### src/rtl/sgq_pkg.sv
package sgq_pkg;

    typedef enum logic [2:0] {
        S_IDLE,
        S_RD_CTRL,
        S_CHK_CTRL,
        S_POLL_DLY,
        S_RD_ISSUE,
        S_RD_CAPT,
        S_XFER,
        S_WB
    } seq_state_t;

    localparam int LEN_W        = 16;
    localparam int CTL_WORD_OFS = 28;   // byte offset of control/status/count word
    localparam int FIELD_SHIFT  = 3;    // fetched fields sit 8 bytes apart
    localparam int NUM_FIELDS   = 4;

    // register selects
    localparam logic [1:0] SEL_STATUS = 2'd0;
    localparam logic [1:0] SEL_CTRL   = 2'd1;
    localparam logic [1:0] SEL_NEXT   = 2'd2;

    // control register bit positions
    localparam int CR_START    = 5;
    localparam int CR_STOP_ERR = 6;
    localparam int CR_SRST     = 16;
    localparam int CR_KEEP_OWN = 17;
    localparam int CR_POLL     = 18;
    localparam int CR_PDLY_LSB = 19;

    // status register bit positions
    localparam int SR_ERR   = 0;
    localparam int SR_EOP   = 1;
    localparam int SR_DESC  = 2;
    localparam int SR_CHAIN = 3;
    localparam int SR_BUSY  = 4;

    // descriptor control byte bits
    localparam int DC_EOP   = 0;
    localparam int DC_RDFIX = 1;
    localparam int DC_WRFIX = 2;
    localparam int DC_OWN   = 7;

    // mover status byte
    localparam int MS_EOP = 7;
    localparam logic [7:0] MS_ERR_MASK = 8'h3F;

endpackage

### src/rtl/sgq_poll_timer.sv
module sgq_poll_timer #(
    parameter int W = 8
) (
    input  logic         clk,
    input  logic         rst_n,
    input  logic         load,
    input  logic [W-1:0] load_val,
    output logic         expired
);
    logic [W-1:0] cnt;

    always_ff @(posedge clk or negedge rst_n) begin
        if (!rst_n)
            cnt <= '0;
        else if (load)
            cnt <= load_val;
        else if (cnt != '0)
            cnt <= cnt - W'(1);
    end

    assign expired = (cnt == '0);
endmodule

### src/rtl/sgq_regs.sv
module sgq_regs
    import sgq_pkg::*;
#(
    parameter int ADDR_W = 32,
    parameter int PDLY_W = 8
) (
    input  logic              clk,
    input  logic              rst_n,
    input  logic              reg_we,
    input  logic [1:0]        reg_sel,
    input  logic [31:0]       reg_wdata,
    output logic [31:0]       reg_rdata,
    output logic              start_p,
    output logic              srst_p,
    output logic              cfg_stop_err,
    output logic              cfg_keep_own,
    output logic              cfg_poll,
    output logic [PDLY_W-1:0] cfg_pdly,
    output logic [ADDR_W-1:0] next_ptr,
    input  logic              busy,
    input  logic              ev_desc,
    input  logic              ev_eop,
    input  logic              ev_err,
    input  logic              ev_chain,
    input  logic              nxt_load,
    input  logic [ADDR_W-1:0] nxt_val
);
    logic       ctrl_wr;
    logic [3:0] sticky;
    logic       unused_wbits;

    assign ctrl_wr = reg_we && (reg_sel == SEL_CTRL);
    assign srst_p  = ctrl_wr && reg_wdata[CR_SRST];
    assign start_p = ctrl_wr && reg_wdata[CR_START] && !reg_wdata[CR_SRST];
    assign unused_wbits = ^{reg_wdata[4:0], reg_wdata[15:7], reg_wdata[31:CR_PDLY_LSB+PDLY_W]};

    always_ff @(posedge clk or negedge rst_n) begin
        if (!rst_n) begin
            cfg_stop_err <= 1'b0;
            cfg_keep_own <= 1'b0;
            cfg_poll     <= 1'b0;
            cfg_pdly     <= '0;
        end else if (ctrl_wr) begin
            cfg_stop_err <= reg_wdata[CR_STOP_ERR];
            cfg_keep_own <= reg_wdata[CR_KEEP_OWN];
            cfg_poll     <= reg_wdata[CR_POLL];
            cfg_pdly     <= reg_wdata[CR_PDLY_LSB +: PDLY_W];
        end
    end

    always_ff @(posedge clk or negedge rst_n) begin
        if (!rst_n)
            next_ptr <= '0;
        else if (nxt_load)
            next_ptr <= nxt_val;
        else if (reg_we && reg_sel == SEL_NEXT)
            next_ptr <= reg_wdata[ADDR_W-1:0];
    end

    always_ff @(posedge clk or negedge rst_n) begin
        if (!rst_n)
            sticky <= '0;
        else if (srst_p || (start_p && !busy))
            sticky <= '0;
        else begin
            if (ev_err)   sticky[SR_ERR]   <= 1'b1;
            if (ev_eop)   sticky[SR_EOP]   <= 1'b1;
            if (ev_desc)  sticky[SR_DESC]  <= 1'b1;
            if (ev_chain) sticky[SR_CHAIN] <= 1'b1;
        end
    end

    always_comb begin
        reg_rdata = '0;
        unique case (reg_sel)
            SEL_STATUS: begin
                reg_rdata[3:0]     = sticky;
                reg_rdata[SR_BUSY] = busy;
            end
            SEL_CTRL: begin
                reg_rdata[CR_STOP_ERR]               = cfg_stop_err;
                reg_rdata[CR_KEEP_OWN]               = cfg_keep_own;
                reg_rdata[CR_POLL]                   = cfg_poll;
                reg_rdata[CR_PDLY_LSB +: PDLY_W]     = cfg_pdly;
            end
            SEL_NEXT: reg_rdata = 32'(next_ptr);
            default:  reg_rdata = '0;
        endcase
    end
endmodule

### src/rtl/sgq_fsm.sv
module sgq_fsm
    import sgq_pkg::*;
#(
    parameter int ADDR_W = 32
) (
    input  logic              clk,
    input  logic              rst_n,
    input  logic              start_p,
    input  logic              srst_p,
    input  logic              cfg_stop_err,
    input  logic              cfg_keep_own,
    input  logic              cfg_poll,
    input  logic [ADDR_W-1:0] next_ptr,
    input  logic              tmr_expired,
    output logic              tmr_load,
    output logic              mem_req,
    output logic              mem_we,
    output logic [ADDR_W-1:0] mem_addr,
    output logic [31:0]       mem_wdata,
    input  logic [31:0]       mem_rdata,
    output logic              xfer_req,
    output logic [ADDR_W-1:0] xfer_src,
    output logic [ADDR_W-1:0] xfer_dst,
    output logic [LEN_W-1:0]  xfer_len,
    output logic              xfer_eop,
    output logic              xfer_rd_fixed,
    output logic              xfer_wr_fixed,
    input  logic              xfer_done,
    input  logic [LEN_W-1:0]  xfer_count,
    input  logic [7:0]        xfer_status,
    output logic              busy,
    output logic              ev_desc,
    output logic              ev_eop,
    output logic              ev_err,
    output logic              ev_chain,
    output logic              nxt_load,
    output logic [ADDR_W-1:0] nxt_val,
    output seq_state_t        state
);
    localparam int IDX_W = $clog2(NUM_FIELDS);

    seq_state_t        nstate;
    logic [ADDR_W-1:0] cur_ptr;
    logic [ADDR_W-1:0] d_src, d_dst, d_next;
    logic [LEN_W-1:0]  d_len;
    logic [7:0]        d_ctl;
    logic [IDX_W-1:0]  fidx;
    logic [LEN_W-1:0]  wb_count;
    logic [7:0]        wb_status;
    logic              owned;
    logic              wb_err;
    logic [7:0]        wb_ctl;
    logic              unused_rd;

    assign owned     = mem_rdata[24 + DC_OWN];
    assign wb_err    = |(wb_status & MS_ERR_MASK);
    assign unused_rd = ^mem_rdata[31:LEN_W];

    always_comb begin
        wb_ctl = d_ctl;
        if (!cfg_keep_own)
            wb_ctl[DC_OWN] = 1'b0;
    end

    // state register
    always_ff @(posedge clk or negedge rst_n) begin
        if (!rst_n)
            state <= S_IDLE;
        else if (srst_p)
            state <= S_IDLE;
        else
            state <= nstate;
    end

    // next-state logic
    always_comb begin
        nstate = state;
        unique case (state)
            S_IDLE:     if (start_p) nstate = S_RD_CTRL;
            S_RD_CTRL:  nstate = S_CHK_CTRL;
            S_CHK_CTRL: begin
                if (owned)         nstate = S_RD_ISSUE;
                else if (cfg_poll) nstate = S_POLL_DLY;
                else               nstate = S_IDLE;
            end
            S_POLL_DLY: if (tmr_expired) nstate = S_RD_CTRL;
            S_RD_ISSUE: nstate = S_RD_CAPT;
            S_RD_CAPT:  nstate = (fidx == IDX_W'(NUM_FIELDS - 1)) ? S_XFER : S_RD_ISSUE;
            S_XFER:     if (xfer_done) nstate = S_WB;
            S_WB:       nstate = (wb_err && cfg_stop_err) ? S_IDLE : S_RD_CTRL;
            default:    nstate = S_IDLE;
        endcase
    end

    // descriptor datapath
    always_ff @(posedge clk or negedge rst_n) begin
        if (!rst_n) begin
            cur_ptr   <= '0;
            d_src     <= '0;
            d_dst     <= '0;
            d_next    <= '0;
            d_len     <= '0;
            d_ctl     <= '0;
            fidx      <= '0;
            wb_count  <= '0;
            wb_status <= '0;
        end else begin
            unique case (state)
                S_IDLE: begin
                    fidx <= '0;
                    if (start_p) cur_ptr <= next_ptr;
                end
                S_CHK_CTRL: d_ctl <= mem_rdata[31:24];
                S_RD_CAPT: begin
                    fidx <= fidx + IDX_W'(1);
                    unique case (fidx)
                        2'd0:    d_src  <= mem_rdata[ADDR_W-1:0];
                        2'd1:    d_dst  <= mem_rdata[ADDR_W-1:0];
                        2'd2:    d_next <= mem_rdata[ADDR_W-1:0];
                        default: d_len  <= mem_rdata[LEN_W-1:0];
                    endcase
                end
                S_XFER: if (xfer_done) begin
                    wb_count  <= xfer_count;
                    wb_status <= xfer_status;
                end
                S_WB: cur_ptr <= d_next;
                default: ;
            endcase
        end
    end

    // outputs
    always_comb begin
        mem_req   = 1'b0;
        mem_we    = 1'b0;
        mem_addr  = cur_ptr + ADDR_W'(CTL_WORD_OFS);
        mem_wdata = '0;
        tmr_load  = 1'b0;
        ev_chain  = 1'b0;
        ev_desc   = 1'b0;
        ev_eop    = 1'b0;
        ev_err    = 1'b0;
        nxt_load  = 1'b0;
        unique case (state)
            S_RD_CTRL:  mem_req = 1'b1;
            S_CHK_CTRL: begin
                tmr_load = !owned && cfg_poll;
                ev_chain = !owned && !cfg_poll;
            end
            S_RD_ISSUE: begin
                mem_req  = 1'b1;
                mem_addr = cur_ptr + ADDR_W'({fidx, {FIELD_SHIFT{1'b0}}});
            end
            S_WB: begin
                mem_req   = 1'b1;
                mem_we    = 1'b1;
                mem_wdata = {wb_ctl, wb_status, wb_count};
                ev_desc   = 1'b1;
                ev_eop    = wb_status[MS_EOP];
                ev_err    = wb_err;
                nxt_load  = 1'b1;
            end
            default: ;
        endcase
    end

    assign nxt_val       = d_next;
    assign busy          = (state != S_IDLE);
    assign xfer_req      = (state == S_XFER);
    assign xfer_src      = d_src;
    assign xfer_dst      = d_dst;
    assign xfer_len      = d_len;
    assign xfer_eop      = d_ctl[DC_EOP];
    assign xfer_rd_fixed = d_ctl[DC_RDFIX];
    assign xfer_wr_fixed = d_ctl[DC_WRFIX];
endmodule

### src/rtl/sgq_chain_seq.sv
module sgq_chain_seq
    import sgq_pkg::*;
#(
    parameter int ADDR_W = 32,
    parameter int PDLY_W = 8
) (
    input  logic              clk,
    input  logic              rst_n,
    input  logic              reg_we,
    input  logic [1:0]        reg_sel,
    input  logic [31:0]       reg_wdata,
    output logic [31:0]       reg_rdata,
    output logic              mem_req,
    output logic              mem_we,
    output logic [ADDR_W-1:0] mem_addr,
    output logic [31:0]       mem_wdata,
    input  logic [31:0]       mem_rdata,
    output logic              xfer_req,
    output logic [ADDR_W-1:0] xfer_src,
    output logic [ADDR_W-1:0] xfer_dst,
    output logic [15:0]       xfer_len,
    output logic              xfer_eop,
    output logic              xfer_rd_fixed,
    output logic              xfer_wr_fixed,
    input  logic              xfer_done,
    input  logic [15:0]       xfer_count,
    input  logic [7:0]        xfer_status
);
    logic              start_p, srst_p;
    logic              cfg_stop_err, cfg_keep_own, cfg_poll;
    logic [PDLY_W-1:0] cfg_pdly;
    logic [ADDR_W-1:0] next_ptr, nxt_val;
    logic              busy, ev_desc, ev_eop, ev_err, ev_chain, nxt_load;
    logic              tmr_load, tmr_expired;
    seq_state_t        seq_state;

    sgq_regs #(.ADDR_W(ADDR_W), .PDLY_W(PDLY_W)) u_regs (
        .clk(clk), .rst_n(rst_n),
        .reg_we(reg_we), .reg_sel(reg_sel), .reg_wdata(reg_wdata), .reg_rdata(reg_rdata),
        .start_p(start_p), .srst_p(srst_p),
        .cfg_stop_err(cfg_stop_err), .cfg_keep_own(cfg_keep_own),
        .cfg_poll(cfg_poll), .cfg_pdly(cfg_pdly), .next_ptr(next_ptr),
        .busy(busy), .ev_desc(ev_desc), .ev_eop(ev_eop), .ev_err(ev_err),
        .ev_chain(ev_chain), .nxt_load(nxt_load), .nxt_val(nxt_val)
    );

    sgq_poll_timer #(.W(PDLY_W)) u_timer (
        .clk(clk), .rst_n(rst_n), .load(tmr_load), .load_val(cfg_pdly),
        .expired(tmr_expired)
    );

    sgq_fsm #(.ADDR_W(ADDR_W)) u_fsm (
        .clk(clk), .rst_n(rst_n), .start_p(start_p), .srst_p(srst_p),
        .cfg_stop_err(cfg_stop_err), .cfg_keep_own(cfg_keep_own), .cfg_poll(cfg_poll),
        .next_ptr(next_ptr), .tmr_expired(tmr_expired), .tmr_load(tmr_load),
        .mem_req(mem_req), .mem_we(mem_we), .mem_addr(mem_addr),
        .mem_wdata(mem_wdata), .mem_rdata(mem_rdata),
        .xfer_req(xfer_req), .xfer_src(xfer_src), .xfer_dst(xfer_dst),
        .xfer_len(xfer_len), .xfer_eop(xfer_eop), .xfer_rd_fixed(xfer_rd_fixed),
        .xfer_wr_fixed(xfer_wr_fixed), .xfer_done(xfer_done),
        .xfer_count(xfer_count), .xfer_status(xfer_status),
        .busy(busy), .ev_desc(ev_desc), .ev_eop(ev_eop), .ev_err(ev_err),
        .ev_chain(ev_chain), .nxt_load(nxt_load), .nxt_val(nxt_val),
        .state(seq_state)
    );
endmodule

### config.mk
export PLATFORM = sky130hd
export DESIGN_NAME = sgq_chain_seq
export DESIGN_NICKNAME = d
export VERILOG_FILES = /design/src/rtl/sgq_pkg.sv /design/src/rtl/sgq_poll_timer.sv /design/src/rtl/sgq_regs.sv /design/src/rtl/sgq_fsm.sv /design/src/rtl/sgq_chain_seq.sv
export SDC_FILE = /design/constraint.sdc
export NUM_CORES = 1
export LEC_CHECK = 0
export CAP_MARGIN = 15
export CORE_AREA = 2 2 180 182
export CTS_BUF_LIST = sky130_fd_sc_hd__clkbuf_2 sky130_fd_sc_hd__clkbuf_4 sky130_fd_sc_hd__clkbuf_8
export DETAILED_ROUTE_END_ITERATION = 7
export DIE_AREA = 0 0 182 184
export MAX_ROUTING_LAYER = met4
export PLACE_DENSITY_LB_ADDON = 0.05
export SLEW_MARGIN = 10
export SYNTH_ARGS = -nofsm -noshare
export SYNTH_HDL_FRONTEND = slang
export SYNTH_SLANG_ARGS = --single-unit
### constraint.sdc
create_clock -name clk -period 2.3 [get_ports clk]
set_input_delay 0.23 -clock clk [delete_from_list [all_inputs] [get_ports clk]]
set_output_delay 0.23 -clock clk [all_outputs]
set_load 0.02 [all_outputs]
==> run_results.csv, run 1 <==
group,metric,value,unit
route,vias,8725,
power_and_ir_drop,ir_drop,618,uV
global_routing,antenna_found_initial,1,
sta,slew_viol_final,0,
floorplan,start_util,34.6,%
cells_and_area,final_cells,1757,
clock_tree,path_clk_slew,0.06,ns
route,met2_length,16.6,mm
synth,synth.avg_cell_area,11.2,sq um
flow_run,cap_violations,0,
synth,synth_edf_count,0,
power_and_ir_drop,comb_power_share,47.0,%
cells_and_area,diodes,0,
critical_path,critPathCaptureType,"output pin",
clock_tree,clk_path_buf_depth,3,
synth,synthCells,968,
critical_path,crit_arrival,2.42,ns
route,finalWirelength,34.8,mm
route,ant_nets,0,
power_and_ir_drop,powerDensity,1410,nW/um^2
sta,setup_violations,27,
global_routing,grt_overflow,0,
placement,port_buffers,275,
route,route.layer.met1.wl,15.7,mm
floorplan,die_w,182,microns
synth,synth_nets,1075,
sta,hold_violations,0,
sta,finalCritPeriodShare,115,%
clock_tree,cts_buffers,44,
power_and_ir_drop,power.total,22.5,mW
critical_path,rrSetupSlack,0.28,ns
sta,setup_tns,-5.98,ns
sta,timing.final.ws_setup,-0.347,ns
synth,yosysWarningCount,0,
cells_and_area,fillers,2969,
synth,yosysUniqueCellTypes,49,
route,drc,0,
route,drtIter0Drc,353,
floorplan,core.rowCount,65,
cells_and_area,layout.nets,1427,
clock_tree,clk_latency,0.55,ns
synth,yosysSeqAreaShare,54.4,%
power_and_ir_drop,internal_power,14.1,mW
global_routing,grt_first_pass_wirelength,53.8,mm
placement,hpwlAfterDp,24.0,mm
synth,ys_top_cells_by_area,"dfrtp_1 (54%), mux2_2 (16%), nand2_1 (4.9%)",
floorplan,boundaryPins,276,
power_and_ir_drop,pwr-share-seq,33.6,%
synth,netlist_area,10900,sq um
critical_path,critPathMaxFanout,4,
route,wl_per_cell,19.8,microns
clock_tree,cts_root_buffer,"clkbuf_8",
synth,async_reset_ff_share,100,%
synth,synth_ff_type,"dfrtp_1",
route,highest_layer,"met4",
sta,fin_crit,2.65,ns
synth,synth-seq-cells,236,
cells_and_area,multi_input_area,4890,sq um
cells_and_area,area_growth,46.4,%
floorplan,die_area,33500,sq um
cells_and_area,final_common_cell,"dfrtp_1",
critical_path,path_class,"flip-flop to output pin",
status,status,"finished with violations",
sta,finalClockSkew,0.0186,ns
critical_path,crit_required,2.07,ns
global_routing,grt.total_usage,21.3,%
synth,synth_top_area_share,54.4,%
global_routing,grt_pass1_vias,9158,
sta,fmax,378,MHz
critical_path,startpoint_type,"flip-flop",
sta,tightest_slew,0.590,ns
route,drt-pass1-iter-count,5,
clock_tree,cts.htree.levels,2,
sta,relSlewSlack,60.6,%
sta,rsz0062_at_grt,"true",
power_and_ir_drop,power_frac_clock,19.4,%
clock_tree,cts_sinks,236,
floorplan,coreArea,31400,sq um
floorplan,fp.dieH,184,microns
route,via_per_inst,4.97,
global_routing,grt_max_degree,66,
placement,dpl.cell_count,1656,
power_and_ir_drop,swShare,37.1,%
route,wl_met3,2.00,mm
cells_and_area,layout_common_cells,"dfrtp_1 (236), clkdlybuf4s50_1 (185), mux2_2 (155), nand2_1 (140), buf_4 (93)",
cells_and_area,final-seq-area,5910,sq um
synth,yosys.area.top_type,"dfrtp_1",
power_and_ir_drop,p_sw,8.34,mW
worst_hold_path,worst_hold_path_type,"input pin to asynchronous set/reset pin",
sta,whs,0.229,ns
clock_tree,cts_tree,"built",
placement,place_congestion,0.801,
status,violations,"negative setup slack",
power_and_ir_drop,leakage,7.19,nW
cells_and_area,layout-drive-gt1-share,32.5,%
synth_stat cells, types with 2 or more instances:
cell and instances:
nand2_1 143, ha_1 12, inv_1 16, nor3_1 6, nand2b_1 2, buf_2 23
nor2b_1 15, xor2_1 2, and3_1 10, nor4_1 3, nand4b_1 3, a31oi_1 66
clkbuf_1 32, or3_1 2, a22o_1 6, or2_1 2, and2_1 49, mux2_2 155
dfrtp_1 236, nand3_1 15, buf_4 3, nand4_1 22, a21oi_1 14, xnor2_1 29
nor2_1 57, a22oi_1 12, o21ai_0 7, mux2i_1 5
worst max-delay path, stage by stage, from the launching register on:
cell and delay, ns:
dfrtp_1 0.37, ha_2 0.20, inv_2 0.04, fa_2 0.35, mux2i_4 0.18, buf_6 0.15
nand4_1 0.20, xnor2_1 0.20, buf_4 0.17
power by group through the flow:
stage	logic, mW	clock network, mW	registers [mW]
floorplan	4.66	0	8.23
global placement	10.0	0	7.52
detailed placement	10.1	0	7.57
CTS	10.2	4.50	7.54
global route	11.4	4.71	7.82
finish	10.6	4.36	7.55
what timing repair did:
item,CTS,global route
buffers inserted,7,9
pin swaps,13,17
cloned,1,3
endpoints found under the setup margin,64,78
gates resized for setup,244,124
endpoints found under the hold margin,59,0
hold buffers,1,0
per-stage QoR:
step	instance area, sq um	utilization, %	worst slack [ns]
finish	15900	50.6	-0.347
global route	15900	50.6	-0.458
CTS	15600	49.8	-0.386
detailed placement	14500	46.3	-0.196
global placement	14500	46.3	-0.139
floorplan	10900	-	0.0912
area by class of cell:
type                            instances  area share [%]
Clock buffer                           75            5.91
Clock inverter                          6           0.220
Inverter                               16           0.402
Multi-Input combinational cell        656            30.8
Sequential cell                       236            37.2
Tap cell                              402            3.17
Timing Repair Buffer                  366            22.4
registers in the layout (all words and copies together) (netlist names):
name	count
u_fsm.d_ctl	8
u_regs.cfg_keep_own	1
u_fsm.cur_ptr	32
u_fsm.xfer_src	32
u_regs.cfg_stop_err	1
u_timer.cnt	8
u_fsm.fidx	2
u_regs.sticky	4
u_regs.cfg_pdly	8
u_fsm.wb_count	16
u_fsm.xfer_dst	32
u_fsm.state	3
u_regs.next_ptr	32
u_fsm.xfer_len	16
u_fsm.wb_status	8
u_regs.cfg_poll	1
u_fsm.nxt_val	32
worst paths after layout:
path	startpoint	end	depth (start not counted)
max	u_fsm.fidx[0]	mem_addr[31]	8
min	rst_n	u_fsm.xfer_dst[22]	2
max reg2reg	u_fsm.state[0]	u_regs.next_ptr[18]	6
min reg2reg	u_fsm.wb_count[2]	u_fsm.wb_count[2]	1
max in group asynchronous	rst_n	u_regs.sticky[0]	3
min in group clk	reg_wdata[3]	u_regs.next_ptr[3]	3
kinds of logic after synthesis:
logic type | synth area share (%)
DFF | 54.4
muxes | 16.6
xor gates and xnor gates | 2.50
and+or+nand+nor | 15.2
AOI/OAI and AO/OA | 6.63
buffers and inverters | 3.07
adders and majority gates | 1.57
routing by layer:
metal  up-vias  global-route usage [%]
met5         -                       -
met4         0                    4.90
met3        42                    4.60
met2       235                    34.7
met1      4353                    27.2
li1       4095                       -
(Power assumes the default switching activity.)
==> run 2: changes to the inputs <==
--- a/config.mk
+++ b/config.mk
@@ -6,13 +6,14 @@
 export NUM_CORES = 1
 export LEC_CHECK = 0
 export CAP_MARGIN = 15
-export CORE_AREA = 2 2 180 182
+export CORE_AREA = 2 2 182 184
 export CTS_BUF_LIST = sky130_fd_sc_hd__clkbuf_2 sky130_fd_sc_hd__clkbuf_4 sky130_fd_sc_hd__clkbuf_8
 export DETAILED_ROUTE_END_ITERATION = 7
-export DIE_AREA = 0 0 182 184
+export DIE_AREA = 0 0 184 186
 export MAX_ROUTING_LAYER = met4
 export PLACE_DENSITY_LB_ADDON = 0.05
 export SLEW_MARGIN = 10
 export SYNTH_ARGS = -nofsm -noshare
 export SYNTH_HDL_FRONTEND = slang
+export SYNTH_HIERARCHICAL = 1
 export SYNTH_SLANG_ARGS = --single-unit
==> run 2 against run 1 <==
The run still ends with negative setup slack left; area after synthesis up 2.6%; cell count down 0.63%; global-route usage down 1.5 points; power down 1.4%; register-to-register slack worse by 0.08 ns; critical path depth unchanged; design area up 2.4%; first-iteration DRC count up 7.4%; worst hold slack worse by 0.043 ns; worst setup slack worse by 0.20 ns; critical endpoint unchanged; largest power group unchanged.
==> run_results.csv, run 2 <==
group,metric,value,unit
clock_tree,cts_root_buffer,"clkbuf_8",
critical_path,critPathMaxFanout,4,
cells_and_area,layout-drive-gt1-share,33.7,%
critical_path,slowest_delay,0.36,ns
synth,yosysMostFrequentCell,"dfrtp_1",
synth,yosysWarningCount,6,
power_and_ir_drop,pwr-share-seq,33.7,%
power_and_ir_drop,internal_power,14.0,mW
critical_path,path_buf_inv,2,
clock_tree,path_clk_slew,0.06,ns
sta,setup_tns,-9.04,ns
sta,finalClockSkew,0.0287,ns
power_and_ir_drop,swShare,37.0,%
critical_path,critPathCaptureType,"output pin",
placement,dpl.cell_count,1641,
synth,synth_mux_area_share,21.7,%
sta,fmax,351,MHz
flow_run,cap_violations,0,
synth,ys_top_cells_by_area,"dfrtp_1 (53%), mux2_2 (16%), mux2i_1 (5.9%)",
placement,port_buffers,275,
global_routing,grt.total_usage,19.8,%
floorplan,boundaryPins,276,
floorplan,core.rowCount,66,
floorplan,fp.dieH,186,microns
floorplan,die_w,184,microns
cells_and_area,area_growth,46.0,%
global_routing,grt_overflow,0,
global_routing,grt_max_degree,75,
cells_and_area,layout_common_cells,"dfrtp_1 (235), clkdlybuf4s50_1 (187), mux2_2 (154), buf_4 (104), nand2_1 (88)",
route,vias,8518,
power_and_ir_drop,power_frac_clock,19.1,%
route,finalWirelength,33.3,mm
power_and_ir_drop,powerDensity,1360,nW/um^2
status,status,"finished with violations",
synth,synth-seq-cells,236,
worst_hold_path,worst_hold_path_type,"input pin to asynchronous set/reset pin",
synth,ys_top_cells_by_count,"dfrtp_1 (236), mux2_2 (155), nand2_1 (93)",
route,wl_per_cell,19.1,microns
critical_path,startpoint_type,"flip-flop",
clock_tree,cts.htree.levels,2,
global_routing,antenna_found_initial,3,
sta,setup_violations,28,
synth,synth_edf_count,0,
global_routing,grt_first_pass_wirelength,50.4,mm
route,drtIter0Drc,379,
synth,yosys.area_share.simple,11.2,%
synth,synth_nets,1039,
synth,async_reset_ff_share,100,%
synth,synth_ff_type,"dfrtp_1",
synth,synth_compound_area_share,6.93,%
sta,finalCritPeriodShare,124,%
sta,hold_violations,0,
synth,yosysUniqueCellTypes,60,
critical_path,path_class,"flip-flop to output pin",
critical_path,crit_required,2.07,ns
route,drt-pass1-iter-count,4,
synth,yosysSeqAreaShare,53.0,%
floorplan,coreArea,32200,sq um
clock_tree,clk_latency,0.56,ns
clock_tree,cts_buffers,45,
synth,synth_top_family_by_area,"multiplexers",
power_and_ir_drop,ir_drop,727,uV
critical_path,slowest_stage,"dfrtp_1",
synth,yosys.area.top_type,"dfrtp_1",
route,via_per_inst,4.88,
route,drc,0,
sta,timing.final.ws_setup,-0.546,ns
placement,place_congestion,0.832,
sta,slew_viol_final,0,
floorplan,start_util,34.6,%
sta,rsz0062_at_grt,"true",
synth,synth_xor_area_share,2.28,%
synth,synth_top_area_share,53.0,%
synth,synthAdderAreaFrac,1.42,%
critical_path,cp_top_family,"adder cells",
critical_path,crit_chain,"ha_2 -> inv_2 -> fa_2 -> and4bb_2 -> a211o_4 -> nor4_4 -> xor2_1 -> buf_4",
cells_and_area,fillers,2973,
cells_and_area,multi_input_area,5180,sq um
clock_tree,cts_sinks,236,
cells_and_area,final_common_cell,"dfrtp_1",
power_and_ir_drop,p_sw,8.20,mW
synth,synthCells,933,
cells_and_area,layout.nets,1409,
power_and_ir_drop,leakage,7.47,nW
sta,fin_crit,2.85,ns
placement,hpwlAfterDp,23.1,mm
power_and_ir_drop,comb_power_share,47.1,%
synth,netlist_area,11100,sq um
cells_and_area,final-seq-area,5910,sq um
sta,relSlewSlack,53.9,%
clock_tree,clk_path_buf_depth,3,
sta,tightest_slew,0.686,ns
synth,synth.avg_cell_area,11.9,sq um
cells_and_area,final_cells,1746,
global_routing,grt_pass1_vias,8655,
floorplan,die_area,34200,sq um
critical_path,crit_arrival,2.62,ns
clock_tree,cts_tree,"built",
placement,dp_slack,-0.447,ns
route,ant_nets,0,
status,violations,"negative setup slack",
==> run 2: cell types whose count changed after synthesis, moves of 5 or more <==
cell      previous run  this run
a21oi_1             14         9
a31oi_1             66         2
clkbuf_1            32        21
mux2i_1              5        66
nand2_1            143        93
nand4_1             22         3
nor2_1              57        11
nor4_1               3        11
o21a_1               0         5
o21ai_0              7        41
o21ai_1              0        30
xnor2_1             29        16
xor2_1               2        13
==> run 2: cell type report <==
class | count | area share [%]
multi-input cells | 621 | 31.9
clock inverters | 7 | 0.246
flip-flops and latches | 236 | 36.3
repair buffers | 379 | 22.4
diodes | 3 | 0.0462
inverters | 20 | 0.462
clock buffers | 72 | 5.51
well taps | 408 | 3.14
==> run 2: cell families (layout without fill, tap and decap cells) <==
logic type | Yosys count | after routing
DFF | 236 | 236
and+or+nand+nor | 232 | 233
muxes | 222 | 222
AOI/OAI and AO/OA | 125 | 125
buffers and inverters | 77 | 478
xor gates and xnor gates | 29 | 29
adders and majority gates | 12 | 12
other | 0 | 3
==> run 2: worst paths after layout <==
path	endpoint	slack, ns	from	cells after the start
max in group asynchronous	u_fsm/nxt_val[30]	1.29	rst_n	3
min	u_fsm/xfer_src[21]	0.19	rst_n	2
max reg2reg	u_fsm/state[1]	0.20	u_timer/cnt[0]	8
min in group clk	u_fsm/wb_status[2]	0.30	xfer_status[2]	2
min reg2reg	u_fsm/cur_ptr[1]	0.48	u_fsm/cur_ptr[1]	2
max	mem_addr[31]	-0.55	u_fsm/cur_ptr[3]	8
==> run 2: what timing repair did <==
item	4_1_cts	5_1_grt
resized for setup	239	80
hold buffers	1	0
setup endpoints to repair	70	78
pin swaps	14	20
hold endpoints to repair	68	0
cloned	1	1
setup buffers	14	7
==> run 2: layer usage <==
| layer | track usage, % | vias to the layer above | part of all wire, % |
|---|---|---|---|
| met2 | 30.4 | 225 | 46 |
| li1 | - | 4015 | - |
| met3 | 4.81 | 50 | 6.4 |
| met1 | 26.0 | 4228 | 45 |
| met4 | 5.60 | 0 | 2.0 |
| met5 | - | - | 0 |
==> run 2: worst register-to-register path, delay by kind of cell, from the launching register on <==
family,cells,cell delay [ns]
AND/OR/NAND/NOR,2,0.57
AO/OA/AOI/OAI,3,0.54
flip-flops,1,0.41
buffers and inverters,2,0.20
adder cells (fa/ha/maj),1,0.23
==> run 2: power groups by stage <==
stage                     logic, mW  registers (mW)  clock network (mW)
after floorplan                4.51            8.23                   0
after global placement         9.83            7.46                   0
after detailed placement       9.87            7.53                   0
after CTS                      10.3            7.49                4.40
after global routing           11.2            7.76                4.61
final                          10.5            7.48                4.24
==> run 2: through the flow <==
stage	utilization, %	area (sq um)	power, mW	hold slack [ns]
2_1_floorplan	-	11100	12.7	-0.0656
6_report	50.5	16300	22.2	0.186
5_1_grt	50.5	16300	23.6	0.196
3_5_place_dp	46.2	14900	17.4	0.180
4_1_cts	50.0	16100	22.2	0.183
3_3_place_gp	46.2	14900	17.3	0.182
==> run 3: changes to the inputs <==
--- a/config.mk
+++ b/config.mk
@@ -5,9 +5,11 @@
 export SDC_FILE = /design/constraint.sdc
 export NUM_CORES = 1
 export LEC_CHECK = 0
+export ABC_CLOCK_PERIOD_IN_PS = 2300
 export CAP_MARGIN = 15
 export CORE_AREA = 2 2 182 184
 export CTS_BUF_LIST = sky130_fd_sc_hd__clkbuf_2 sky130_fd_sc_hd__clkbuf_4 sky130_fd_sc_hd__clkbuf_8
+export CTS_CLUSTER_DIAMETER = 40
 export DETAILED_ROUTE_END_ITERATION = 7
 export DIE_AREA = 0 0 184 186
 export MAX_ROUTING_LAYER = met4
==> run 3 against run 2 <==
The run still ends with negative setup slack left; non-clock buffer count is 8 higher; first-iteration DRC count is 4.0% lower; clock skew is 0.0037 ns lower; global-route usage hardly changed; register-to-register slack hardly changed; cell count is 1.0% higher; die area stayed put; count of clock-buffer cells in the layout stayed put; sequential power hardly changed; sequential share of layout area is 0.40 points lower; fmax is 0.60% higher; via count is 0.12% higher; critical endpoint unchanged.
==> run_results.csv, run 3 (synthesis gave the netlist of run 2 again) <==
group,metric,value,unit
cells_and_area,layout-drive-gt1-share,35.0,%
route,wl_per_cell,18.9,microns
global_routing,grt_pass1_vias,8725,
cells_and_area,area_growth,47.6,%
clock_tree,path_clk_slew,0.05,ns
cells_and_area,multi_input_area,5170,sq um
global_routing,grt_first_pass_wirelength,50.6,mm
floorplan,start_util,34.6,%
critical_path,startpoint_type,"flip-flop",
route,finalWirelength,33.4,mm
sta,finalClockSkew,0.0250,ns
power_and_ir_drop,pwr-share-seq,33.0,%
clock_tree,cts.htree.levels,2,
sta,setup_tns,-9.21,ns
route,ant_nets,0,
sta,fin_crit,2.83,ns
critical_path,slowest_stage,"dfrtp_1",
route,via_per_inst,4.83,
sta,finalCritPeriodShare,123,%
cells_and_area,final-seq-area,5910,sq um
critical_path,critPathMaxFanout,4,
sta,slew_viol_final,0,
power_and_ir_drop,swShare,36.6,%
placement,dpl.cell_count,1641,
cells_and_area,final_cells,1764,
floorplan,coreArea,32200,sq um
cells_and_area,layout_common_cells,"dfrtp_1 (236), clkdlybuf4s50_1 (187), mux2_2 (154), buf_4 (124), nand2_1 (88)",
floorplan,core.rowCount,66,
power_and_ir_drop,leakage,7.57,nW
power_and_ir_drop,p_sw,8.28,mW
critical_path,critPathCaptureType,"output pin",
floorplan,fp.dieH,186,microns
floorplan,die_area,34200,sq um
cells_and_area,layout.nets,1421,
sta,fmax,353,MHz
critical_path,path_class,"flip-flop to output pin",
cells_and_area,final_util,51.1,%
status,violations,"negative setup slack",
route,drc,0,
critical_path,crit_arrival,2.60,ns
global_routing,grt_overflow,0,
clock_tree,cts_buffers,49,
sta,rsz0062_at_grt,"true",
floorplan,boundaryPins,276,
clock_tree,clk_path_buf_depth,3,
critical_path,cp_top_family,"adder cells",
power_and_ir_drop,internal_power,14.4,mW
global_routing,grt.total_usage,19.8,%
cells_and_area,final_area,16400,sq um
critical_path,path_buf_inv,2,
route,drt-pass1-iter-count,4,
power_and_ir_drop,power_frac_clock,20.5,%
cells_and_area,final_common_cell,"dfrtp_1",
placement,hpwlAfterDp,23.1,mm
placement,postPlaceCellArea,14900,sq um
global_routing,antenna_found_initial,3,
clock_tree,cts_sinks,236,
route,vias,8528,
flow_run,cap_violations,0,
sta,hold_violations,0,
floorplan,die_w,184,microns
status,status,"finished with violations",
clock_tree,cts_root_buffer,"clkbuf_8",
power_and_ir_drop,comb_power_share,46.4,%
power_and_ir_drop,ir_drop,731,uV
critical_path,slowest_delay,0.35,ns
cells_and_area,fillers,2973,
sta,setup_violations,28,
clock_tree,cts_tree,"built",
critical_path,crit_required,2.07,ns
clock_tree,clk_latency,0.56,ns
route,drtIter0Drc,364,
critical_path,crit_chain,"ha_2 -> inv_2 -> fa_2 -> and4bb_2 -> a211o_4 -> nor4_4 -> xor2_1 -> buf_4",
sta,relSlewSlack,50.7,%
sta,tightest_slew,0.733,ns
global_routing,grt_max_degree,75,
worst_hold_path,worst_hold_path_type,"input pin to asynchronous set/reset pin",
power_and_ir_drop,powerDensity,1380,nW/um^2
placement,place_congestion,0.832,
critical_path,r2r_cells,8,
sta,timing.final.ws_setup,-0.529,ns
placement,port_buffers,275,
critical_path,path_depth,8,
-- run 3: cell types whose count changed in the layout (fill, tap and decap cells not counted), sizes merged, moves of 2 or more --
cell / before / now
buf: 144 / 167
bufinv: 0 / 2
clkbuf: 91 / 82
clkdlybuf4s15: 4 / 2
clkinv: 6 / 15
dlygate4sd2: 10 / 7
-- run 3: final timing paths --
| path | from | endpoint | slack, ns |
|---|---|---|---|
| worst max register to register | u_fsm/state[0] | u_fsm/cur_ptr[23] | 0.19 |
| max in group asynchronous | rst_n | u_fsm/xfer_len[1] | 1.31 |
| min in group clk | xfer_status[2] | u_fsm/wb_status[2] | 0.28 |
| worst max-delay path | u_fsm/cur_ptr[3] | mem_addr[31] | -0.53 |
| worst min-delay path | rst_n | u_fsm/xfer_src[21] | 0.19 |
| worst min register to register | u_fsm/cur_ptr[1] | u_fsm/cur_ptr[1] | 0.48 |
-- run 3: power by group through the flow --
stage | Combinational, mW | Sequential [mW] | Clock [mW]
after CTS | 10.3 | 7.49 | 4.85
after global placement | 9.83 | 7.46 | 0
after detailed placement | 9.87 | 7.53 | 0
after floorplan | 4.51 | 8.23 | 0
after global routing | 11.3 | 7.77 | 5.05
final | 10.5 | 7.47 | 4.65
-- run 3: per-stage QoR --
stage | total power, mW | setup WS, ns | hold WS [ns]
after floorplan | 12.7 | 0.0173 | -0.0656
after global placement | 17.3 | -0.466 | 0.182
after detailed placement | 17.4 | -0.447 | 0.180
after CTS | 22.6 | -0.529 | 0.172
after global routing | 24.1 | -0.642 | 0.183
final | 22.6 | -0.529 | 0.186
-- run 3: worst register-to-register path, delay by kind of cell (launching register included) --
kind,cells,cell delay (ns)
and+or+nand+nor,1,0.26
buffers and inverters,5,0.86
DFF,1,0.43
muxes,1,0.30
AOI/OAI and AO/OA,1,0.12
-- run 3: timing repair --
action | in CTS | in global routing
gates resized for setup | 252 | 101
cloned | 1 | 2
endpoints found under the setup margin | 70 | 84
hold buffers | 1 | 0
pin swaps | 14 | 19
hold endpoints to repair | 99 | 0
setup buffers | 12 | 17
-- run 3: final cells by class --
class                           count  area share (%)
Sequential cell                   236            35.9
Multi-Input combinational cell    621            31.5
Timing Repair Buffer              387            22.6
Clock buffer                       72            5.57
Tap cell                          408            3.10
Clock inverter                     17           0.860
Inverter                           20           0.457
Antenna cell                        3          0.0457
-- run 3: layer usage --
layer	routed length (microns)	track usage [%]
met1	14900	25.7
met2	15600	30.6
met3	2410	5.38
met4	530	5.25
met5	0	-
